**src/rtl/rwf_pkg.sv**
```systemverilog
package rwf_pkg;
  typedef enum logic [2:0] {
    RD_HOLD,
    RD_LOAD,
    RD_DRAIN,
    RD_REWIND,
    RD_FLUSH
  } rd_op_e;
endpackage

```
**src/rtl/rwf_rst_sync.sv**
```systemverilog
module rwf_rst_sync (
  input  logic clk,
  input  logic rst_n,
  output logic rst_sync_n
);
  logic stage_q;

  always_ff @(posedge clk or negedge rst_n) begin
    if (!rst_n) begin
      stage_q    <= 1'b0;
      rst_sync_n <= 1'b0;
    end else begin
      stage_q    <= 1'b1;
      rst_sync_n <= stage_q;
    end
  end
endmodule

```
**src/rtl/rwf_ram.sv**
```systemverilog
module rwf_ram #(
  parameter int DATA_W = 16,
  parameter int ADDR_W = 3
) (
  input  logic              clk,
  input  logic              we,
  input  logic [ADDR_W-1:0] waddr,
  input  logic [DATA_W-1:0] wdata,
  input  logic [ADDR_W-1:0] raddr,
  output logic [DATA_W-1:0] rdata
);
  localparam int WORDS = 1 << ADDR_W;

  logic [DATA_W-1:0] mem [WORDS];

  always_ff @(posedge clk) begin
    if (we) begin
      mem[waddr] <= wdata;
    end
  end

  assign rdata = mem[raddr];
endmodule

```
**src/rtl/rwf_wptr.sv**
```systemverilog
module rwf_wptr #(
  parameter int PTR_W = 4
) (
  input  logic             clk,
  input  logic             rst_n,
  input  logic             inc,
  output logic [PTR_W-1:0] ptr
);
  logic [PTR_W-1:0] ptr_d;

  always_comb begin
    ptr_d = ptr;
    if (inc) begin
      ptr_d = ptr + PTR_W'(1);
    end
  end

  always_ff @(posedge clk or negedge rst_n) begin
    if (!rst_n) begin
      ptr <= '0;
    end else if (inc) begin
      ptr <= ptr_d;
    end
  end
endmodule

```
**src/rtl/rwf_rptr.sv**
```systemverilog
module rwf_rptr #(
  parameter int PTR_W = 4
) (
  input  logic             clk,
  input  logic             rst_n,
  input  logic             inc,
  input  logic             dec,
  input  logic             sync,
  input  logic [PTR_W-1:0] sync_val,
  output logic [PTR_W-1:0] ptr
);
  logic [PTR_W-1:0] ptr_d;
  logic             ptr_en;

  assign ptr_en = inc | dec | sync;

  always_comb begin
    ptr_d = ptr;
    if (sync) begin
      ptr_d = sync_val;
    end else if (dec) begin
      ptr_d = ptr - PTR_W'(1);
    end else if (inc) begin
      ptr_d = ptr + PTR_W'(1);
    end
  end

  always_ff @(posedge clk or negedge rst_n) begin
    if (!rst_n) begin
      ptr <= '0;
    end else if (ptr_en) begin
      ptr <= ptr_d;
    end
  end
endmodule

```
**src/rtl/rwf_ctrl.sv**
```systemverilog
module rwf_ctrl
  import rwf_pkg::*;
#(
  parameter int DATA_W = 16
) (
  input  logic              clk,
  input  logic              rst_n,
  input  logic              accept,
  input  logic              disconnect,
  input  logic              flush,
  input  logic              fifo_empty,
  input  logic [DATA_W-1:0] head_word,
  output logic              rp_inc,
  output logic              rp_dec,
  output logic              rp_sync,
  output logic [DATA_W-1:0] out_data,
  output logic              out_valid
);
  rd_op_e            op;
  logic              valid_d;
  logic [DATA_W-1:0] data_d;
  logic              data_en;

  always_comb begin
    if (flush) begin
      op = RD_FLUSH;
    end else if (out_valid && accept) begin
      op = fifo_empty ? RD_DRAIN : RD_LOAD;
    end else if (out_valid && disconnect) begin
      op = RD_REWIND;
    end else if (!out_valid && !fifo_empty) begin
      op = RD_LOAD;
    end else begin
      op = RD_HOLD;
    end
  end

  always_comb begin
    valid_d = out_valid;
    data_d  = out_data;
    data_en = 1'b0;
    unique case (op)
      RD_LOAD: begin
        valid_d = 1'b1;
        data_d  = head_word;
        data_en = 1'b1;
      end
      RD_DRAIN, RD_REWIND, RD_FLUSH: valid_d = 1'b0;
      default: ;
    endcase
  end

  assign rp_inc  = (op == RD_LOAD);
  assign rp_dec  = (op == RD_REWIND);
  assign rp_sync = (op == RD_FLUSH);

  always_ff @(posedge clk or negedge rst_n) begin
    if (!rst_n) begin
      out_valid <= 1'b0;
    end else begin
      out_valid <= valid_d;
    end
  end

  always_ff @(posedge clk or negedge rst_n) begin
    if (!rst_n) begin
      out_data <= '0;
    end else if (data_en) begin
      out_data <= data_d;
    end
  end
endmodule

```
**src/rtl/rwnd_wfifo.sv**
```systemverilog
module rwnd_wfifo #(
  parameter int DATA_W = 16,
  parameter int DEPTH  = 8,
  localparam int ADDR_W = $clog2(DEPTH),
  localparam int PTR_W  = ADDR_W + 1
) (
  input  logic              clk,
  input  logic              rst_n,
  input  logic              wr_en,
  input  logic [DATA_W-1:0] wr_data,
  input  logic              accept,
  input  logic              disconnect,
  input  logic              flush,
  output logic [DATA_W-1:0] out_data,
  output logic              out_valid,
  output logic              full,
  output logic              empty,
  output logic [PTR_W-1:0]  count
);
  logic              rst_int_n;
  logic [PTR_W-1:0]  wptr;
  logic [PTR_W-1:0]  rptr;
  logic              wr_go;
  logic              rp_inc;
  logic              rp_dec;
  logic              rp_sync;
  logic [DATA_W-1:0] head_word;

  rwf_rst_sync u_rst (
    .clk        (clk),
    .rst_n      (rst_n),
    .rst_sync_n (rst_int_n)
  );

  assign count = wptr - rptr;
  assign empty = (count == '0);
  // The held word's slot stays reserved so a rewind can reread it.
  assign full  = (count == PTR_W'(DEPTH)) ||
                 (out_valid && (count == PTR_W'(DEPTH - 1)));
  assign wr_go = wr_en && !full;

  rwf_wptr #(.PTR_W(PTR_W)) u_wptr (
    .clk   (clk),
    .rst_n (rst_int_n),
    .inc   (wr_go),
    .ptr   (wptr)
  );

  rwf_rptr #(.PTR_W(PTR_W)) u_rptr (
    .clk      (clk),
    .rst_n    (rst_int_n),
    .inc      (rp_inc),
    .dec      (rp_dec),
    .sync     (rp_sync),
    .sync_val (wptr),
    .ptr      (rptr)
  );

  rwf_ram #(.DATA_W(DATA_W), .ADDR_W(ADDR_W)) u_ram (
    .clk   (clk),
    .we    (wr_go),
    .waddr (wptr[ADDR_W-1:0]),
    .wdata (wr_data),
    .raddr (rptr[ADDR_W-1:0]),
    .rdata (head_word)
  );

  rwf_ctrl #(.DATA_W(DATA_W)) u_ctrl (
    .clk        (clk),
    .rst_n      (rst_int_n),
    .accept     (accept),
    .disconnect (disconnect),
    .flush      (flush),
    .fifo_empty (empty),
    .head_word  (head_word),
    .rp_inc     (rp_inc),
    .rp_dec     (rp_dec),
    .rp_sync    (rp_sync),
    .out_data   (out_data),
    .out_valid  (out_valid)
  );
endmodule

```
**config.mk**
```make
export PLATFORM = sky130hd
export DESIGN_NAME = rwnd_wfifo
export DESIGN_NICKNAME = d
export VERILOG_FILES = /design/src/rtl/rwf_pkg.sv /design/src/rtl/rwf_rst_sync.sv /design/src/rtl/rwf_ram.sv /design/src/rtl/rwf_wptr.sv /design/src/rtl/rwf_rptr.sv /design/src/rtl/rwf_ctrl.sv /design/src/rtl/rwnd_wfifo.sv
export SDC_FILE = /design/constraint.sdc
export NUM_CORES = 1
export LEC_CHECK = 0
export ABC_AREA = 1
export BUFFER_PORTS_ARGS = -buffer_cell sky130_fd_sc_hd__buf_2
export CELL_PAD_IN_SITES_DETAIL_PLACEMENT = 1
export CELL_PAD_IN_SITES_GLOBAL_PLACEMENT = 1
export CORE_UTILIZATION = 41
export DETAILED_ROUTE_END_ITERATION = 8
export HOLD_SLACK_MARGIN = 0.03
export PLACE_DENSITY_LB_ADDON = 0.1
export SETUP_SLACK_MARGIN = 0.1
export SYNTH_ARGS = -nofsm -noshare
export SYNTH_HDL_FRONTEND = slang
export SYNTH_HIERARCHICAL = 1
export SYNTH_SLANG_ARGS = --single-unit
```
**constraint.sdc**
```tcl
create_clock -name clk -period 2.1 [get_ports clk]
set_input_delay 0.42 -clock clk [delete_from_list [all_inputs] [get_ports clk]]
set_output_delay 0.42 -clock clk [all_outputs]
set_load 0.02 [all_outputs]
```
-- Word-level counts from Yosys, hierarchy flattened
Memory sizes are Yosys's and may differ from the RTL's. A register that Yosys moved wholly into a read port is not among the register bits.
Cells that the tools add are included.
Widths: inputs -> output; s select.
- register bits after elaboration: 11
- bits in writable memories: 128
- input port bits: 22
- output and inout port bits: 23
- word-level logic and storage cells: 46
- memories: 1
- add/sub/neg operators: 4
- equality and inequality tests: 6
- mux-type cells: 12
- bitwise operators: 2
- reduce and logical (&&, ||, !) cells: 16
- memories (name ; words ; bits a word ; read ports ; clocked after memory_dff ; write ports ; RTL line ; RTL):
    u_ram.mem ; 8 ; 16 ; 1 ; 1 ; 1 ; rwf_ram.sv:14 ; logic [DATA_W-1:0] mem [WORDS];
- operator list (cell ; count):
    $mux 4 ; 3
    $mux 3 ; 3
    $add 4x1->4 const B ; 2
    $eq 3x2->1 const B ; 2
    $logic_and 1x1->1 ; 5
    $eq 4x3->1 const B ; 1
    $eq 4x4->1 const B ; 1
    $logic_not 1->1 ; 4
    $logic_not 4->1 ; 1
    $mux 1 ; 4
    $reduce_and 2->1 ; 2
    $sub 4x1->4 const B ; 1
    $sub 4x4->4 ; 1
    $eq 3x1->1 const B ; 1
    $eq 3x3->1 const B ; 1
    $reduce_bool 3->1 ; 1
    $reduce_or 3->1 ; 1
    $mux 2 ; 1
    $or 1x1->1 ; 2
    $pmux 1 s2 ; 1
    $reduce_bool 2->1 ; 1
    $logic_or 1x1->1 ; 1

-- Longest topological paths before layout
- word-level depth: 12
- depth in mapped cells: 20

-- Modules after synthesis
The synthesis kept the hierarchy.
- by module, submodules not included (module ; times used ; cells each ; area each (µm²) ; seq. area each (µm²)):
    rwf_ram ; 1 ; 571 ; 5669.2 ; 3843.7
    rwf_ctrl ; 1 ; 83 ; 734.5 ; 425.4
    rwf_rptr ; 1 ; 42 ; 310.3 ; 100.1
    rwnd_wfifo ; 1 ; 42 ; 237.7 ; 0.0
    rwf_wptr ; 1 ; 19 ; 177.7 ; 100.1
    rwf_rst_sync ; 1 ; 3 ; 53.8 ; 50.0

-- Least setup slack after synthesis
OpenSTA, ideal clock, no wires.
- path type: register to register
- from: register u_wptr.ptr[0]
- to: register u_rptr.ptr[3]
- setup time: 0.116 ns
- data arrival time: 3.191 ns
- required time: 1.984 ns
- setup slack: -1.208 ns
- cell stages (with the launch flop): 17
- path buffers: 0
- period minus slack after synthesis: 3.308 ns
- path through: dfrtp_1 -> inv_1 -> ha_1 -> fa_1 -> nand2_1 -> nand2_2 -> nor3_2 -> nand3_1 -> nand2_1 -> nand2_1 -> a21oi_1 -> ha_1 -> or2_1 -> nand3_1 -> nand3_1 -> nand2_1 -> nand2_1
- word-level cells in the longest chain between the ends: 12
- ends and longest elaborated chain (element ; RTL line ; RTL):
    from (decl) ; rwf_wptr.sv:7 ; output logic [PTR_W-1:0] ptr
    from (signal assigned) ; rwf_wptr.sv:22 ; ptr <= ptr_d;
    $sub 4x4->4 (*) ; rwnd_wfifo.sv:35 ; assign count = wptr - rptr;
    via count[2] ; rwnd_wfifo.sv:18 ; output logic [PTR_W-1:0] count
    $logic_not 4->1 (*) ; rwnd_wfifo.sv:36 ; assign empty = (count == '0);
    via empty ; rwnd_wfifo.sv:17 ; output logic empty,
    $logic_not 1->1 ; rwf_ctrl.sv:31 ; end else if (!out_valid && !fifo_empty) begin
    $logic_and 1x1->1 ; rwf_ctrl.sv:31 ;
    $mux 1 ; rwf_ctrl.sv:31 ;
    $mux 3 ; rwf_ctrl.sv:29 ; end else if (out_valid && disconnect) begin
    $mux 3 (*) ; rwf_ctrl.sv:27 ; end else if (out_valid && accept) begin
    $mux 3 (*) ; rwf_ctrl.sv:25 ; if (flush) begin
    $eq 3x2->1 (*) ; rwf_ctrl.sv:54 ; assign rp_dec = (op == RD_REWIND);
    via rp_dec ; rwnd_wfifo.sv:25 ; logic rp_dec;
    $or 1x1->1 (2 in a row) ; rwf_rptr.sv:15 ; assign ptr_en = inc | dec | sync;
    $reduce_and 2->1 (no source line) ; n/a ;
    to (signal assigned) ; rwf_rptr.sv:32 ; ptr <= ptr_d;
    to (decl) ; rwf_rptr.sv:10 ; output logic [PTR_W-1:0] ptr
The timed path passes the listed nets; every way through them passes the cells marked *.
A chain may end at the register's enable or synchronous reset.

-- Final worst setup path
- from: register u_rptr.ptr[0]
- to: memory u_ram.mem[1][0] (enable)
- word-level cells in the longest chain between the ends: 8
- ends and longest elaborated chain (element ; RTL line ; RTL):
    $sub 4x4->4 (*) ; rwnd_wfifo.sv:35 ;
    $eq 4x3->1 ; rwnd_wfifo.sv:39 ; (out_valid && (count == PTR_W'(DEPTH - 1)));
    $logic_and 1x1->1 ; rwnd_wfifo.sv:39 ;
    $logic_or 1x1->1 (*) ; rwnd_wfifo.sv:38 ; assign full = (count == PTR_W'(DEPTH)) ||
    $logic_not 1->1 (*) ; rwnd_wfifo.sv:40 ; assign wr_go = wr_en && !full;
    $logic_and 1x1->1 (*) ; rwnd_wfifo.sv:40 ;
    via wr_go ; rwnd_wfifo.sv:23 ; logic wr_go;
    $mux 1 (*) ; rwf_ram.sv:17 ; if (we) begin
    $mux 1 (implied by the code) (*) ; rwf_ram.sv:18 ; mem[waddr] <= wdata;
    to (decl) ; rwf_ram.sv:14 ;
Marked as above.

==> flow_metrics.tcl <==
set metrics [dict create \
    outcome "finished with violations" \
    violations "setup timing" \
    syn_area_mm2 0.00718 \
    drv_cap 0 \
    reg2reg_setup_slack_ns -0.66 \
    grt_max_degree 70 \
    finClkSkew_ns 0.00739 \
    cp.required_ns 2.23 \
    clockPowerShare 0.201 \
    rr_endpoint "u_ram/mem[1][0]" \
    worst_setup_path_end_kind "flip-flop" \
    cp.arrival_ns 2.90 \
    p_comb_frac 0.509 \
    num_vias 5342 \
    crit_type "flip-flop to flip-flop" \
    grt_pass1_vias 5584 \
    nNetsFinal 892 \
    die_h_um 134 \
    grtUsageTotal 0.222 \
    placedCellCount 1044 \
    r2r_cells 15 \
    placementRows 48 \
    drive_above_1_share 0.217 \
    ys_top_cells_by_area "edfxtp_1 (54%), nand2_1 (14%), dfrtp_1 (9.4%)" \
    area_delta_synth_final_pct 27.1 \
    core_mm2 0.0172 \
    drc 0 \
    ant_nets 0 \
    netSwitchingFraction 0.405 \
    post-route-period-util 1.32 \
    hpwlAfterDp_um 11200 \
    reg2reg_from "u_rptr/ptr[0]" \
    tightest_slew_ns 0.823 \
    clock_latency_ns 0.42 \
    die-width_um 134 \
    setup_slack_ns -0.664 \
    io_buffer_count 44 \
    syn_nets 790 \
    clock-root-buffer "clkbuf_16" \
    final_cells 1100 \
    ys_ff_latch 155 \
    routed_wl_um 19500 \
    diodes 0 \
    post-route-min-period_ns 2.76 \
    die-area_mm2 0.0181 \
    gp_congestion 0.783 \
    hold_class "flip-flop to asynchronous set/reset pin" \
    p_leak_nw 4.30 \
    yosys.area.top_type_share 0.535 \
    grt_pass1_wl_um 29300 \
    grt_setup_unrepaired "yes" \
    wl_per_cell_um 17.8 \
    dr.pass1.iters 4 \
    critPathLaunchType "flip-flop" \
    p_int_mw 8.82 \
    antenna_found_initial 0 \
    ir_drop_v 0.00149 \
    synth.distinct_cells 28 \
    finalHoldViolations 0 \
    io-pin-count 45 \
    synth_area_per_cell_um2 9.45 \
    slew_viol_final 0 \
    drt_iter0_drc 242 \
    worst-path-max-fanout 8 \
    power_frac_seq 0.290 \
    initial_core_util 0.418 \
    cts_sinks 155 \
    ys_seq_area_frac 0.629 \
    path_clk_slew_ns 0.06 \
    cts_max_level 4 \
    final_util 0.531 \
    power.switching_mw 5.99 \
    cts_tree "done" \
    fmax_ghz 0.362 \
    overflow 0 \
    finalSetupViolCount 157 \
    slew_headroom 0.451 \
    synth.largest_area_cell "edfxtp_1" \
    numCtsBuffers 17 \
    clockBufferDepth 2 \
    via_per_inst 4.86 \
    p_per_area_mw_per_mm2 1620 \
    synthesis.instances 760 \
    ys_warn_count 6 \
]
==> state kept, by name (all words and copies together), names as in the netlist <==
signal            count
u_ram/mem           128
u_rptr/ptr            4
u_wptr/ptr            4
u_ctrl/out_valid      1
u_ctrl/out_data      16
u_rst/rst_sync_n      1
u_rst/stage_q         1
==> kinds of logic after synthesis <==
| logic type | after synthesis | share of synthesized area |
|---|---|---|
| flops | 155 | 0.629 |
| fa+ha+maj | 8 | 0.0160 |
| buf+inv | 202 | 0.120 |
| other cells | 1 | 0.000522 |
| compound gates | 28 | 0.0230 |
| xor+xnor | 3 | 0.00366 |
| simple gates | 363 | 0.208 |
==> repair_timing <==
| item | CTS | global route |
|---|---|---|
| gates cloned | 1 | 3 |
| endpoints found under the hold margin | 2 | 0 |
| endpoints found under the setup margin | 157 | 158 |
| gates resized for setup | 24 | 33 |
| hold buffers | 1 | 0 |
| buffers inserted | 4 | 15 |
| pin swaps | 8 | 17 |
==> final cells by class <==
cell class                 count  area (um^2)
clock buffer                  28          559
clock inverter                 4         26.3
fill                        1934         8050
inverter                     175          659
multi-input combinational    403         2080
sequential                   155         4520
tap                          225          282
timing repair buffer         110          997
==> power groups by stage <==
stage	clock, mW	sequential [mW]	combinational, mW
global placement	0	4.31	5.87
detailed placement	0	4.35	6.10
floorplan	0	4.56	3.74
global route	3.15	4.35	8.23
CTS	3.04	4.30	6.59
finish	2.98	4.29	7.53
==> layout by cell type, fill, tap and decap left out, drive strengths merged <==
cell type | Yosys | final
nand2 | 269 | 269
inv | 175 | 175
edfxtp | 128 | 128
buf | 26 | 105
nand3 | 73 | 73
clkbuf | 1 | 32
dfrtp | 27 | 27
o21ai | 21 | 21
nor2 | 17 | 17
ha | 6 | 6
a21oi | 4 | 4
xor2 | 3 | 3
nor3 | 3 | 3
clkinv | 0 | 3
o211ai | 3 | 3
fa | 2 | 2
clkinvlp | 0 | 1
dlygate4sd3 | 0 | 1
or2 | 1 | 1
conb | 1 | 1
==> worst max-delay path by stage <==
stage | end | cells past startpoint | from | slack, ns
after floorplan | u_rptr/ptr[1] | 14 | u_wptr/ptr[0] | -0.80
after global placement | u_rptr/ptr[1] | 13 | u_rptr/ptr[0] | -0.57
after detailed placement | u_rptr/ptr[1] | 14 | u_wptr/ptr[0] | -0.63
after CTS | u_rptr/ptr[1] | 15 | u_wptr/ptr[0] | -0.59
after global routing | u_rptr/ptr[1] | 14 | u_rptr/ptr[0] | -0.78
final | u_ram/mem[1][0] | 15 | u_rptr/ptr[0] | -0.66
==> stage by stage <==
stage	total power [mW]	setup TNS [ns]	worst slack (ns)	hold slack [ns]	area (um^2)
final	14.8	-81.59	-0.664	0.231	9130
after CTS	13.9	-69.29	-0.595	0.248	8810
after global placement	10.2	-43.26	-0.568	0.205	8060
after floorplan	8.30	-54.27	-0.800	0.124	7340
after detailed placement	10.4	-49.53	-0.632	0.208	8060
after global routing	15.7	-93.98	-0.778	0.264	9130
==> synth_stat cells, drive strengths merged <==
cell	instances
nand2	269
inv	175
edfxtp	128
nand3	73
dfrtp	27
buf	26
o21ai	21
nor2	17
ha	6
a21oi	4
nor3	3
o211ai	3
xor2	3
fa	2
clkbuf	1
conb	1
or2	1
==> metal layers <==
layer | routed length, um | GRT usage | share of wire
met2 | 10200 | 0.391 | 0.52
met5 | 0 | 0 | 0
met3 | 626 | 0.0355 | 0.032
met4 | 290 | 0.0805 | 0.015
met1 | 8460 | 0.274 | 0.43
==> worst max-delay path, stage by stage, from the launching register on <==
cell	delay, ns
dfrtp_2	0.43
ha_4	0.17
fa_2	0.54
buf_4	0.11
buf_6	0.09
inv_4	0.03
nand3_2	0.06
a21oi_2	0.04
nand3_2	0.08
nand2_4	0.06
buf_6	0.12
nor2_4	0.13
buf_6	0.13
nand2_8	0.07
nor2_4	0.21
clkbuf_16	0.21
Note: power is estimated with default switching activity, not from simulation.
